[config.mk]
export PLATFORM = sky130hd
export DESIGN_NAME = frg_rate_gen
export DESIGN_NICKNAME = d
export VERILOG_FILES = /design/src/rtl/frg_pkg.sv /design/src/rtl/frg_cfg_regs.sv /design/src/rtl/frg_src_mux.sv /design/src/rtl/frg_accum.sv /design/src/rtl/frg_rate_gen.sv
export SDC_FILE = /design/constraint.sdc
export NUM_CORES = 1
export LEC_CHECK = 0
export BUFFER_PORTS_ARGS = -buffer_cell sky130_fd_sc_hd__buf_2
export CORE_AREA = 2 2 54 56
export DETAILED_ROUTE_END_ITERATION = 12
export DIE_AREA = 0 0 56 58
export GPL_TIMING_DRIVEN = 0
export MAX_ROUTING_LAYER = met4
export PLACE_DENSITY = 0.7
export SYNTH_ARGS = -nofsm -noshare
export SYNTH_HDL_FRONTEND = slang
export SYNTH_SLANG_ARGS = --single-unit
[constraint.sdc]
create_clock -name clk_i -period 4.4 [get_ports clk_i]
set_input_delay 0.44 -clock clk_i [delete_from_list [all_inputs] [get_ports clk_i]]
set_output_delay 0.44 -clock clk_i [all_outputs]
set_load 0.02 [all_outputs]
[src/rtl/frg_pkg.sv]
package frg_pkg;
  localparam int SEL_W = 2;
  typedef enum logic [SEL_W-1:0] {
    SRC_OSC  = 2'd0,
    SRC_MAIN = 2'd1,
    SRC_PLL  = 2'd2,
    SRC_NONE = 2'd3
  } src_sel_e;
endpackage

[src/rtl/frg_cfg_regs.sv]
module frg_cfg_regs
  import frg_pkg::*;
#(
  parameter int MULT_W = 8,
  parameter int DEN_W  = 8
) (
  input  logic              clk_i,
  input  logic              rst_ni,
  input  logic              sel_we_i,
  input  logic [SEL_W-1:0]  sel_i,
  input  logic              mult_we_i,
  input  logic [MULT_W-1:0] mult_i,
  input  logic              div_we_i,
  input  logic [DEN_W-1:0]  div_i,
  output src_sel_e          sel_o,
  output logic [MULT_W-1:0] mult_o,
  output logic              unsup_o
);
  localparam logic [DEN_W-1:0] DivOk = {DEN_W{1'b1}};

  src_sel_e          sel_q;
  logic [MULT_W-1:0] mult_q;
  logic              unsup_q;

  always_ff @(posedge clk_i or negedge rst_ni) begin
    if (!rst_ni) begin
      sel_q   <= SRC_OSC;
      mult_q  <= '0;
      unsup_q <= 1'b0;
    end else begin
      if (sel_we_i)  sel_q  <= src_sel_e'(sel_i);
      if (mult_we_i) mult_q <= mult_i;
      // denominator fixed; bad codes only latch the flag
      if (div_we_i && (div_i != DivOk)) unsup_q <= 1'b1;
    end
  end

  assign sel_o   = sel_q;
  assign mult_o  = mult_q;
  assign unsup_o = unsup_q;
endmodule

[src/rtl/frg_src_mux.sv]
module frg_src_mux
  import frg_pkg::*;
#(
  parameter int NUM_SRC = 3
) (
  input  logic [NUM_SRC-1:0] src_tick_i,
  input  src_sel_e           sel_i,
  output logic               tick_o
);
  logic [NUM_SRC-1:0] hit;

  for (genvar g = 0; g < NUM_SRC; g++) begin : g_src
    assign hit[g] = src_tick_i[g] && (sel_i == src_sel_e'(g));
  end

  assign tick_o = |hit;
endmodule

[src/rtl/frg_accum.sv]
module frg_accum #(
  parameter int MULT_W = 8,
  parameter int DEN_W  = 8
) (
  input  logic              clk_i,
  input  logic              rst_ni,
  input  logic              tick_i,
  input  logic [MULT_W-1:0] mult_i,
  output logic              en_o,
  output logic [DEN_W:0]    acc_o
);
  localparam int ACC_W = DEN_W + 1;

  logic [ACC_W-1:0] acc_q;
  logic             en_q;
  logic             full;

  assign full = acc_q[DEN_W];

  always_ff @(posedge clk_i or negedge rst_ni) begin
    if (!rst_ni) begin
      acc_q <= '0;
      en_q  <= 1'b0;
    end else begin
      en_q <= tick_i && !full;
      if (tick_i) begin
        if (full) acc_q <= {1'b0, acc_q[DEN_W-1:0]};   // swallow, subtract 2^DEN_W
        else      acc_q <= acc_q + ACC_W'(mult_i);
      end
    end
  end

  assign en_o  = en_q;
  assign acc_o = acc_q;
endmodule

[src/rtl/frg_rate_gen.sv]
module frg_rate_gen
  import frg_pkg::*;
#(
  parameter int MULT_W  = 8,
  parameter int DEN_W   = 8,
  parameter int NUM_SRC = 3
) (
  input  logic               clk_i,
  input  logic               rst_ni,
  input  logic [NUM_SRC-1:0] src_tick_i,
  input  logic               sel_we_i,
  input  logic [SEL_W-1:0]   sel_i,
  input  logic               mult_we_i,
  input  logic [MULT_W-1:0]  mult_i,
  input  logic               div_we_i,
  input  logic [DEN_W-1:0]   div_i,
  output logic               frac_en_o,
  output logic               unsup_o
);
  src_sel_e          sel_q;
  logic [MULT_W-1:0] mult_q;
  logic              sel_tick;
  logic [DEN_W:0]    acc_q;

  frg_cfg_regs #(.MULT_W(MULT_W), .DEN_W(DEN_W)) u_cfg (
    .clk_i     (clk_i),
    .rst_ni    (rst_ni),
    .sel_we_i  (sel_we_i),
    .sel_i     (sel_i),
    .mult_we_i (mult_we_i),
    .mult_i    (mult_i),
    .div_we_i  (div_we_i),
    .div_i     (div_i),
    .sel_o     (sel_q),
    .mult_o    (mult_q),
    .unsup_o   (unsup_o)
  );

  frg_src_mux #(.NUM_SRC(NUM_SRC)) u_mux (
    .src_tick_i (src_tick_i),
    .sel_i      (sel_q),
    .tick_o     (sel_tick)
  );

  frg_accum #(.MULT_W(MULT_W), .DEN_W(DEN_W)) u_acc (
    .clk_i  (clk_i),
    .rst_ni (rst_ni),
    .tick_i (sel_tick),
    .mult_i (mult_q),
    .en_o   (frac_en_o),
    .acc_o  (acc_q)
  );
endmodule

==> out/results.txt <==
Outcome: complete, no violations
RSZ-0062 raised after global routing: no
TritonCTS clock tree: built
Synthesized instance count: 92
Cell Area, Synth: 1130 sq um
Register area share after synthesis: 46.4%
Total Wirelength: 1.93 mm
Share of cells above drive strength 1: 41.0%
DP Wirelength: 1.56 mm
Clock Sinks: 21
FFs w/ async S/R, synth: 100%
Startpoint Class: register
Post-CTS Setup Repair Bufs: 0
Final Cell Area: 1330 sq um
Commonest non-fill, non-tap cells in the layout: 26 x buf_2, 21 x dfrtp_1, 13 x mux2_2
Die Y: 58 um
PostCTS Resize Cnt: 0
Worst slew pin tran: 526 ps
Area of the multi-input gates: 584 sq um
Commonest non-fill, non-tap cell in the layout: buf_2
CTS H-tree depth: 1
Skew final: 2.01 ps
Antenna Cells: 0
Rows: 19
Crit share post-route: 45.6%
Final setup fails: 0
Net total in the final layout: 158
Worst VDD drop: 263 uV
CORE AREA: 2660 sq um
Die area: 3250 sq um
Clk_lat worst skew: 300 ps
Crit end category: register
Total CTS buffers: 3
Slew headroom: 64.9%
DRT Pass-1 Iters: 3
Worst hold path class: in -> async
Placement Cell Area: 1300 sq um
RR Startpoint: u_cfg.mult_o[0]$_DFFE_PN0P_
Die width: 56 um
Syn nets: 127
Detailed-route via count: 801
Port Buffers: 26
Mean Syn Cell Area: 12.3 sq um
RePlAce Congestion: 0.763
Register-to-Register Path Depth: 8
Layout area overhead: 17.2%
CTS Buffer Depth: 2
Crit path time final: 2010 ps
Ys flop type: dfrtp_1
First-pass GRT wire length: 3.69 mm
#FFs+latches synth: 21
Slew Viols, Final: 0
Critical Path Start: u_cfg.mult_o[0]$_DFFE_PN0P_
Max-cap viol count: 0
Register area: 526 sq um
Synth warn: 0
CTS root buf: clkbuf_4
PwrDens: 551 nW/um^2
CP max FO: 3
Largest net degree at the start of global routing: 22
Crit Path Category: reg -> reg
Via density: 5.24
Leakage: 0.629 nW
Final ANT Viol Nets: 0
Final Hold Viols: 0
Initial DRC count: 6
Initial Utilization: 42.5%
Initial antenna violation count: 0
I/O Pins: 28
Post-CTS Hold Fix Bufs: 0
GRT Util Overall: 15.1%
Vias in the first global route: 901
Critical Path RT: 4580 ps
Number of distinct library cells after synthesis: 30
Final TNS setup: 0 ps
Worst-path clk slew: 110 ps
FILL cells: 259
Top achievable clock speed: 0.498 GHz
Grt ovf: 0
Fin util: 49.9%
DRC: 0
Worst EP arrival: 2190 ps
Number of synthesized flops with an enable pin: 0
Wire per inst: 12.6 um
## cell usage after synthesis, types with 2 or more instances
library cell  instances  area, sq um
nor3_1                2         10.0
nor2_1                5         18.8
mux2i_1               3         30.0
dfrtp_1              21          526
ha_1                  8          100
nand2_1               3         11.3
xor2_1                4         35.0
o21ai_0               5         25.0
inv_1                 5         18.8
mux2_2               13          146
nand4_1               2         12.5
a21o_1                2         15.0
xnor2_1               2         17.5
## layer usage
layer	vias to the layer above	wire, um	global-route usage (%)
met3	4	92	2.01
met2	23	1020	26.9
met4	0	29	7.14
met1	385	786	16.7
li1	389	-	-
met5	-	0	-
## worst paths after layout
| check | to | slack, ps |
|---|---|---|
| max in group asynchronous | u_acc.acc_o[8]$_DFFE_PN0P_ | 4020 |
| min in group clk_i | u_cfg.mult_o[1]$_DFFE_PN0P_ | 340 |
| max | u_acc.acc_o[8]$_DFFE_PN0P_ | 2390 |
| min | u_cfg.mult_o[1]$_DFFE_PN0P_ | 70 |
| min reg2reg | u_cfg.unsup_o$_DFFE_PN0P_ | 480 |
| max reg2reg | u_acc.acc_o[8]$_DFFE_PN0P_ | 2390 |
## metrics by stage
step	power, mW	std cells	setup slack (ps)	hold WS, ps
2_1_floorplan	0.571	92	2570	144
3_3_place_gp	0.622	149	2440	417
3_5_place_dp	0.647	149	2400	427
4_1_cts	0.740	153	2370	79.7
5_1_grt	0.799	153	2210	100
6_report	0.731	153	2390	65.3
## where the power goes
part / leakage, nW / total (mW) / internal, mW / switching [mW]
Sequential: 0.246 / 0.278 / 0.246 / 0.0316
Clock: 0.0150 / 0.0921 / 0.0354 / 0.0568
Combinational: 0.368 / 0.361 / 0.190 / 0.172
Total: 0.629 / 0.731 / 0.471 / 0.260
## cell type report
| type | instances | area share [%] |
|---|---|---|
| clock buffers | 4 | 1.98 |
| flip-flops and latches | 21 | 39.6 |
| multi-input cells | 65 | 44.0 |
| repair buffers | 26 | 9.80 |
| inverters | 5 | 1.41 |
| well taps | 31 | 2.92 |
| plain buffers | 1 | 0.283 |
## critical path, cell delays in order, from the launching register on
cell	delay [ps]
dfrtp_1	390
ha_1	240
inv_1	80
fa_1	260
nor2b_4	60
o31ai_2	240
a21oi_2	100
a2111oi_0	420
nor3_1	90
## flip-flops by register name, indices dropped and copies added (netlist names)
name and flops:
u_cfg.mult_o 8, u_acc.en_o 1, u_cfg.unsup_o 1, u_acc.acc_o 9
u_cfg.sel_o 2
## cell families after synthesis
family | after synthesis | synth area share [%]
xor+xnor | 6 | 4.64
mux | 17 | 16.9
fa+ha+maj | 9 | 10.6
flops | 21 | 46.4
simple gates | 16 | 7.96
buf+inv | 6 | 1.99
compound gates | 17 | 11.5
Note: power is estimated with default switching activity, not from simulation.
